### config.mk
export PLATFORM = sky130hd
export DESIGN_NAME = sar_conv_seq
export DESIGN_NICKNAME = d
export VERILOG_FILES = /design/src/rtl/sarseq_pkg.sv /design/src/rtl/sarseq_ctrl.sv /design/src/rtl/sarseq_dp.sv /design/src/rtl/sar_conv_seq.sv
export SDC_FILE = /design/constraint.sdc
export NUM_CORES = 1
export LEC_CHECK = 0
export BUFFER_PORTS_ARGS = -buffer_cell sky130_fd_sc_hd__buf_4
export CORE_MARGIN = 2
export CORE_UTILIZATION = 52
export CTS_CLUSTER_DIAMETER = 40
export DETAILED_ROUTE_END_ITERATION = 10
export GPL_TIMING_DRIVEN = 0
export PLACE_DENSITY = 0.78
export SYNTH_ARGS = -nofsm -noshare
export SYNTH_HDL_FRONTEND = slang
export SYNTH_HIERARCHICAL = 1
export SYNTH_SLANG_ARGS = --single-unit
export TNS_END_PERCENT = 5
### constraint.sdc
create_clock -name clk -period 2.1 [get_ports clk]
set_input_delay 0.315 -clock clk [delete_from_list [all_inputs] [get_ports clk]]
set_output_delay 0.315 -clock clk [all_outputs]
set_load 0.01 [all_outputs]
### src/rtl/sarseq_pkg.sv
package sarseq_pkg;

  typedef enum logic [2:0] {
    ST_IDLE  = 3'd0,
    ST_BUF   = 3'd1,
    ST_FINAL = 3'd2,
    ST_RES   = 3'd3,
    ST_DONE  = 3'd4
  } seqState_t;

  // strobes from control to datapath
  typedef struct packed {
    logic loadCmd;
    logic resStep;
  } dpCtrl_t;

endpackage

### src/rtl/sarseq_ctrl.sv
module sarseq_ctrl
  import sarseq_pkg::*;
#(
  parameter int INIT_CYCLES = 2,
  parameter int RES_BITS    = 10,
  parameter int CODE_W      = 2,
  parameter int FINAL_BASE  = 2
) (
  input  logic              clk,
  input  logic              rstN,
  input  logic              convEn,
  input  logic              startReq,
  input  logic [CODE_W-1:0] cmdFinal,
  input  logic              cmdBypass,
  output dpCtrl_t           ctrl,
  output logic              busy,
  output logic              bufSample,
  output logic              directSample,
  output logic              resActive,
  output logic              doneStrobe
);

  localparam int MAX_FINAL = FINAL_BASE << ((1 << CODE_W) - 1);
  localparam int MAX_A     = (MAX_FINAL > RES_BITS) ? MAX_FINAL : RES_BITS;
  localparam int MAX_LEN   = (MAX_A > INIT_CYCLES) ? MAX_A : INIT_CYCLES;
  localparam int CNT_W     = $clog2(MAX_LEN + 1);

  seqState_t         stateQ, stateD;
  logic [CNT_W-1:0]  cntQ, cntD;
  logic [CODE_W-1:0] finalQ, finalD;
  logic [CNT_W-1:0]  newFinalLen, heldFinalLen;

  always_comb begin
    newFinalLen  = CNT_W'(FINAL_BASE) << cmdFinal;
    heldFinalLen = CNT_W'(FINAL_BASE) << finalQ;
  end

  always_comb begin
    stateD       = stateQ;
    cntD         = cntQ;
    finalD       = finalQ;
    ctrl.loadCmd = 1'b0;
    ctrl.resStep = 1'b0;
    unique case (stateQ)
      ST_IDLE: begin
        if (startReq) begin
          ctrl.loadCmd = 1'b1;
          finalD       = cmdFinal;
          if (cmdBypass) begin
            stateD = ST_FINAL;
            cntD   = newFinalLen - CNT_W'(1);
          end else begin
            stateD = ST_BUF;
            cntD   = CNT_W'(INIT_CYCLES - 1);
          end
        end
      end
      ST_BUF: begin
        if (convEn) begin
          if (cntQ == '0) begin
            stateD = ST_FINAL;
            cntD   = heldFinalLen - CNT_W'(1);
          end else begin
            cntD = cntQ - CNT_W'(1);
          end
        end
      end
      ST_FINAL: begin
        if (convEn) begin
          if (cntQ == '0) begin
            stateD = ST_RES;
            cntD   = CNT_W'(RES_BITS - 1);
          end else begin
            cntD = cntQ - CNT_W'(1);
          end
        end
      end
      ST_RES: begin
        if (convEn) begin
          ctrl.resStep = 1'b1;
          if (cntQ == '0) begin
            stateD = ST_DONE;
          end else begin
            cntD = cntQ - CNT_W'(1);
          end
        end
      end
      ST_DONE: begin
        stateD = ST_IDLE;
        cntD   = '0;
      end
      default: begin
        stateD = ST_IDLE;
        cntD   = '0;
      end
    endcase
  end

  always_ff @(posedge clk) begin
    if (!rstN) begin
      stateQ <= ST_IDLE;
      cntQ   <= '0;
      finalQ <= '0;
    end else begin
      stateQ <= stateD;
      cntQ   <= cntD;
      finalQ <= finalD;
    end
  end

  always_comb begin
    bufSample    = (stateQ == ST_BUF);
    directSample = (stateQ == ST_FINAL);
    resActive    = (stateQ == ST_RES);
    doneStrobe   = (stateQ == ST_DONE);
    busy         = bufSample | directSample | resActive;
  end

  AST_NORMAL_ENTRY: assert property (@(posedge clk) disable iff (!rstN)
    (stateQ == ST_IDLE && startReq && !cmdBypass) |=> (stateQ == ST_BUF));
  AST_BYPASS_ENTRY: assert property (@(posedge clk) disable iff (!rstN)
    (stateQ == ST_IDLE && startReq && cmdBypass) |=> (stateQ == ST_FINAL));
  AST_PHASE_EXCL: assert property (@(posedge clk) disable iff (!rstN)
    $onehot0({bufSample, directSample, resActive, doneStrobe}));
  AST_STALL_HOLD: assert property (@(posedge clk) disable iff (!rstN)
    (busy && !convEn) |=> ($stable(stateQ) && $stable(cntQ)));
  AST_CMD_HELD: assert property (@(posedge clk) disable iff (!rstN)
    (stateQ != ST_IDLE) |=> $stable(finalQ));
  AST_DONE_PULSE: assert property (@(posedge clk) disable iff (!rstN)
    doneStrobe |=> (!doneStrobe && stateQ == ST_IDLE));

endmodule

### src/rtl/sarseq_dp.sv
module sarseq_dp
  import sarseq_pkg::*;
#(
  parameter int RES_BITS = 10,
  parameter int CHAN_W   = 3
) (
  input  logic                clk,
  input  logic                rstN,
  input  dpCtrl_t             ctrl,
  input  logic [CHAN_W-1:0]   cmdChan,
  input  logic                cmpHigh,
  input  logic                busy,
  input  logic                resActive,
  input  logic                doneStrobe,
  output logic [CHAN_W-1:0]   chanSel,
  output logic [RES_BITS-1:0] dacCode,
  output logic [RES_BITS-1:0] resultData,
  output logic [CHAN_W-1:0]   resultChan
);

  localparam logic [RES_BITS-1:0] MSB_ONE = {1'b1, {(RES_BITS-1){1'b0}}};

  logic [CHAN_W-1:0]   chanQ;
  logic [RES_BITS-1:0] sarQ;
  logic [RES_BITS-1:0] trialQ;

  always_ff @(posedge clk) begin
    if (!rstN) begin
      chanQ  <= '0;
      sarQ   <= '0;
      trialQ <= '0;
    end else if (ctrl.loadCmd) begin
      chanQ  <= cmdChan;
      sarQ   <= '0;
      trialQ <= MSB_ONE;
    end else if (ctrl.resStep) begin
      if (cmpHigh) begin
        sarQ <= sarQ | trialQ;
      end
      trialQ <= trialQ >> 1;
    end
  end

  always_comb begin
    chanSel    = busy ? chanQ : '0;
    dacCode    = resActive ? (sarQ | trialQ) : '0;
    resultData = doneStrobe ? sarQ : '0;
    resultChan = doneStrobe ? chanQ : '0;
  end

  AST_TRIAL_ONEHOT: assert property (@(posedge clk) disable iff (!rstN)
    resActive |-> $onehot(trialQ));
  AST_SAR_UPPER_ONLY: assert property (@(posedge clk) disable iff (!rstN)
    resActive |-> ((sarQ & ((trialQ << 1) - RES_BITS'(1))) == '0));
  AST_CHAN_HELD: assert property (@(posedge clk) disable iff (!rstN)
    busy |=> $stable(chanQ));

endmodule

### src/rtl/sar_conv_seq.sv
module sar_conv_seq
  import sarseq_pkg::*;
#(
  parameter int NUM_CHAN    = 8,
  parameter int RES_BITS    = 10,
  parameter int INIT_CYCLES = 2,
  parameter int CODE_W      = 2,
  parameter int FINAL_BASE  = 2,
  localparam int CHAN_W     = $clog2(NUM_CHAN)
) (
  input  logic                clk,
  input  logic                rstN,
  input  logic                convEn,
  input  logic                startReq,
  input  logic [CHAN_W-1:0]   cmdChan,
  input  logic [CODE_W-1:0]   cmdFinal,
  input  logic                cmdBypass,
  input  logic                cmpHigh,
  output logic                busy,
  output logic [CHAN_W-1:0]   chanSel,
  output logic                bufSample,
  output logic                directSample,
  output logic [RES_BITS-1:0] dacCode,
  output logic                doneStrobe,
  output logic [RES_BITS-1:0] resultData,
  output logic [CHAN_W-1:0]   resultChan
);

  dpCtrl_t ctrl;
  logic    resActive;

  sarseq_ctrl #(
    .INIT_CYCLES(INIT_CYCLES),
    .RES_BITS   (RES_BITS),
    .CODE_W     (CODE_W),
    .FINAL_BASE (FINAL_BASE)
  ) u_ctrl (
    .clk         (clk),
    .rstN        (rstN),
    .convEn      (convEn),
    .startReq    (startReq),
    .cmdFinal    (cmdFinal),
    .cmdBypass   (cmdBypass),
    .ctrl        (ctrl),
    .busy        (busy),
    .bufSample   (bufSample),
    .directSample(directSample),
    .resActive   (resActive),
    .doneStrobe  (doneStrobe)
  );

  sarseq_dp #(
    .RES_BITS(RES_BITS),
    .CHAN_W  (CHAN_W)
  ) u_dp (
    .clk       (clk),
    .rstN      (rstN),
    .ctrl      (ctrl),
    .cmdChan   (cmdChan),
    .cmpHigh   (cmpHigh),
    .busy      (busy),
    .resActive (resActive),
    .doneStrobe(doneStrobe),
    .chanSel   (chanSel),
    .dacCode   (dacCode),
    .resultData(resultData),
    .resultChan(resultChan)
  );

endmodule

Word level (Yosys, flattened, before mapping)
Cells that the tools add are included.

word-level totals
  flip-flop bits (word level) = 33
  input port bits = 11
  output and inout port bits = 30
  word-level logic and storage cells = 64

operators by class
  $add $sub $neg = 3
  eq/ne operators = 12
  shift-type cells = 2
  mux-type cells = 28
  bitwise operators = 4
  reductions and logical operators = 8

operator list
  cell                   number
  $mux W10               4
  $mux W5                8
  $mux W3                9
  $pmux W5 S4            1
  $sub A5 B1 Y5 const B  3
  $ne A2 B2 Y1 const B   6
  $pmux W3 S4            1
  $or A10 B10 Y10        1
  $shl A2 B2 Y5 const A  2
  $reduce_and A7 Y1      1
  $eq A3 B2 Y1 const B   2
  $logic_not A5 Y1       1
  $reduce_and A5 Y1      1
  $mux W1                4
  $ne A2 B1 Y1 const B   2
  $reduce_and A2 Y1      2
  $eq A3 B1 Y1 const B   1
  $eq A3 B3 Y1 const B   1
  $logic_not A3 Y1       1
  $mux W2                1
  $or A1 B1 Y1           2
  $reduce_bool A2 Y1     1
  $reduce_or A2 Y1       1
  $not A1 Y1             1

Logic depth before layout (Yosys ltp)
  depth in word-level cells = 5
  depth in mapped cells = 9
  depth with buffers taken out = 7

Modules after synthesis
The synthesis kept the hierarchy.

by module, submodules not included
  module       instances  cells each  area an instance (sq um)  seq. area each (sq um)
  sarseq_dp    1          104         998.5                     460.4
  sarseq_ctrl  1          82          696.9                     200.2

Least setup slack after synthesis
Ideal clock, no wire load.

  path kind = register to output
  start point = register u_ctrl.stateQ[1]
  end point = output port resultChan[0]
  arrival = 1,370 ps
  required time = 1,785 ps
  slack = 415 ps
  cell stages (with the launch flop) = 6
  path buffers = 2
  cell sequence = dfxtp_1 -> buf_6 -> nor2_1 -> and2_1 -> clkbuf_1 -> and2_1

between the ends
  longest elaborated chain between the ends = 2

ends and longest elaborated chain
  what                    line                source
  from (decl)             sarseq_ctrl.sv:28   seqState_t stateQ, stateD;
  from (signal assigned)  sarseq_ctrl.sv:105  stateQ <= stateD;
  $eq A3 B3 Y1            sarseq_ctrl.sv:115  doneStrobe = (stateQ == ST_DONE);
  via doneStrobe          sar_conv_seq.sv:24  output logic doneStrobe,
  $mux W3                 sarseq_dp.sv:48     resultChan = doneStrobe ? chanQ : '0;
  to (decl)               sar_conv_seq.sv:26  output logic [CHAN_W-1:0] resultChan

The timed path passes the listed nets, and every way through them passes these cells.

Final worst setup path
  start point = register u_ctrl.stateQ[1]
  end point = output port dacCode[2]

between the ends
  longest elaborated chain between the ends = 2

ends and longest elaborated chain
  what           line                source
  $eq A3 B2 Y1   sarseq_ctrl.sv:114  resActive = (stateQ == ST_RES);
  via resActive  sar_conv_seq.sv:30  logic resActive;
  $mux W10       sarseq_dp.sv:46     dacCode = resActive ? (sarQ | trialQ) : '0;
  to (decl)      sar_conv_seq.sv:23  output logic [RES_BITS-1:0] dacCode,

The timed path passes the listed nets, and every way through them passes these cells.

==> results.py <==
metrics = {
    "sta": {
        "rsz0062_at_grt": "false",
        "layout_min_cycle_time_ns": 1.97,
        "postLayoutSetupSlackWorst_ns": 0.130,
        "slew_headroom": 0.678,
        "finalSetupTns_ns": 0,
        "clock_skew_ns": 0.00552,
        "setup_viol_count_final": 0,
        "fin_crit_sh": 0.938,
        "worst_pin_slew_ns": 0.483,
        "final-hold-violation-count": 0,
        "slew_viol_final": 0,
        "fmax_mhz": 508,
    },
    "setup_path": {
        "slowest_delay_ns": 0.34,
        "critPathLaunch": "u_ctrl/stateQ[1]$_SDFFE_PN0P_",
        "critical-path-slowest-cell": "dfxtp_1",
        "critPathCaptureType": "output pin",
        "crit_chain": "buf_6, nor2b_2, and2_1, clkbuf_4, o21a_1, buf_4",
        "critPathArrivalTime_ns": 1.66,
        "cp-start-kind": "register",
        "worstRegToRegCells": 6,
        "reg2reg_to": "u_ctrl/cntQ[3]$_SDFFE_PN0P_",
        "r2r_slack_ns": 0.19,
        "path_max_fanout": 10,
        "path_class": "register to output pin",
        "r2r-start": "u_ctrl/cntQ[0]$_SDFFE_PN0P_",
        "cp.required_ns": 1.78,
    },
    "global_route": {
        "grt_pass1_wl_microns": 6530,
        "grt-ovfl-total": 0,
        "grt_max_degree": 11,
        "grt_pass1_vias": 1448,
        "grtUsageTotal": 0.233,
        "antenna_found_initial": 0,
    },
    "floorplan": {
        "start_util": 0.551,
        "dieHeight_microns": 61.1,
        "die_x_microns": 61.1,
        "coreArea_sq_mm": 0.00308,
        "io_pins": 41,
        "die_area_sq_mm": 0.00373,
        "std_cell_rows": 20,
    },
    "cts": {
        "cts.clk_slew.worst_paths_ns": 0.09,
        "clockBufferDepth": 2,
        "cts_tree": "done",
        "cts_sinks": 33,
        "root_buffer": "clkbuf_4",
        "htree_levels": 2,
        "clkLatencyLatePin_ns": 0.32,
        "postCtsHoldBufs": 0,
        "cts_inserted_buffers": 5,
    },
    "final_layout": {
        "area_delta_synth_final_pct": 26.0,
        "drive_gt1_frac": 0.303,
        "fill_cells": 252,
        "mostFrequentLayoutCell": "buf_4",
        "layout_common_cells": "buf_4 (43), dfxtp_1 (32), nor2_1 (20), and2_1 (19), mux2i_1 (15)",
        "multi_input_area_sq_um": 945,
        "finish.utilization": 0.694,
        "seqCellArea_sq_um": 662,
        "nNetsFinal": 246,
        "diodes": 0,
    },
    "route": {
        "vias_per_cell": 5.63,
        "drt-total-wl_microns": 4150,
        "ant_nets": 0,
        "dr.pass1.iters": 5,
        "via_count": 1564,
        "route.detailed.drc": 0,
        "drtIter0Drc": 79,
        "wl_per_cell_microns": 14.9,
    },
    "place": {
        "pre_cts_ws_ns": 0.0532,
        "io_buffers": 39,
        "place_congestion": 0.932,
        "hpwl_microns": 2910,
    },
    "worst_hold_path": {
        "min_from": "cmdChan[2]",
        "min_path_type": "input port to register",
        "holdPathStages": 3,
        "worst_hold_path.endpoint": "u_dp/chanQ[2]$_SDFFE_PN0P_",
    },
    "run": {
        "drv_cap": 0,
    },
    "synthesis": {
        "synth_warnings": 6,
        "syn_area_sq_mm": 0.00170,
        "syn_nets": 198,
        "yosys.cell_types.count": 40,
        "synth_cells": 186,
        "ys_seq_area_frac": 0.390,
        "synth_top_area_cell": "dfxtp_1",
        "ys_seq_elements": 33,
        "netlist.area_leader.share": 0.390,
        "synth_top_cells_by_area": "dfxtp_1 (39%), mux2i_1 (8.9%), and2_1 (7.4%)",
        "postSynthAreaPerCell_sq_um": 9.11,
    },
    "power_and_ir_drop": {
        "power_density_mw_per_mm2": 1100,
        "power.leakage_nw": 0.886,
        "vdd_drop_max_mv": 0.796,
    },
    "status": {
        "status": "completed",
    },
}
## cells in the mapped netlist
cell,n
a21oi_1,7
nor4b_4,1
mux2i_1,15
nand2b_4,1
or4b_4,1
o21ai_1,2
or3b_2,1
buf_4,2
a211oi_1,1
inv_1,3
and2_1,20
a221oi_1,1
o211a_1,1
clkbuf_4,1
dfxtp_1,33
a311oi_2,1
nand3b_1,1
nor2_2,1
a21oi_2,1
buf_6,4
a41oi_1,1
and3_1,2
o21ai_0,8
nand2_1,3
ha_1,1
nor3b_1,1
o211ai_1,1
and4_1,1
a31o_2,1
xnor2_1,2
a2111oi_0,1
a31oi_1,11
nor2_1,21
a211oi_4,1
nor3_1,4
nor2b_1,9
clkbuf_1,5
buf_2,1
nand3_1,2
o21a_1,12
## worst max path at each step
stage / endpoint / slack (ns) / cells past startpoint
after CTS: dacCode[2] / 0.03 / 6
final: dacCode[2] / 0.13 / 6
after global placement: resultData[0] / 0.1 / 5
after detailed placement: resultChan[0] / 0.05 / 5
after floorplan: resultChan[0] / 0.42 / 5
after global routing: dacCode[0] / 0.02 / 6
## stage by stage
step | hold slack, ns | cells | area [sq um] | total power [mW]
2_1_floorplan | 0.433 | 186 | 1700 | 1.63
3_3_place_gp | 0.464 | 269 | 2040 | 1.86
3_5_place_dp | 0.478 | 269 | 2040 | 1.90
4_1_cts | 0.247 | 276 | 2110 | 2.26
5_1_grt | 0.265 | 278 | 2140 | 2.51
6_report | 0.260 | 278 | 2140 | 2.36
## metal layers
layer,up-vias,wire [microns],GRT usage
met3,8,269,0.0630
met2,71,1930,0.340
li1,749,-,-
met1,736,1900,0.321
met4,0,51,0.109
met5,-,0,0
## cells by family (layout without fill, tap and decap cells)
group,Yosys count,in the layout,synth area share
DFF,33,33,0.390
xor gates and xnor gates,2,2,0.0103
AOI/OAI and AO/OA,50,50,0.205
buffers and inverters,16,64,0.0605
muxes,15,15,0.0886
and+or+nand+nor,69,69,0.238
adders and majority gates,1,1,0.00738
## final cells by class
type / count / area share
flip-flops and latches: 33 / 0.310
well taps: 44 / 0.0258
inverters: 3 / 0.00527
plain buffers: 13 / 0.0469
repair buffers: 41 / 0.144
clock buffers: 7 / 0.0258
multi-input cells: 137 / 0.442
## critical path: cells and delay by family (launching register included)
kind / cells / cell delay [ns]
flip-flops: 1 / 0.34
buffers and inverters: 3 / 0.48
AND/OR/NAND/NOR: 2 / 0.36
AO/OA/AOI/OAI: 1 / 0.16
## where the power goes
part / internal [mW] / switching (mW)
Sequential: 0.706 / 0.103
Clock: 0.158 / 0.195
Combinational: 0.569 / 0.624
## registers in the layout (all words and copies together), names as in the netlist
register,flops
u_ctrl/cntQ,5
u_ctrl/finalQ,2
u_ctrl/stateQ,3
u_dp/chanQ,3
u_dp/sarQ,10
u_dp/trialQ,10
## repair_timing
item / CTS / global route
endpoints found under the setup margin: 20 / 21
setup buffers: 0 / 2
gates resized for setup: 5 / 7
hold endpoints to repair: 0 / 0
(Power assumes the default switching activity.)
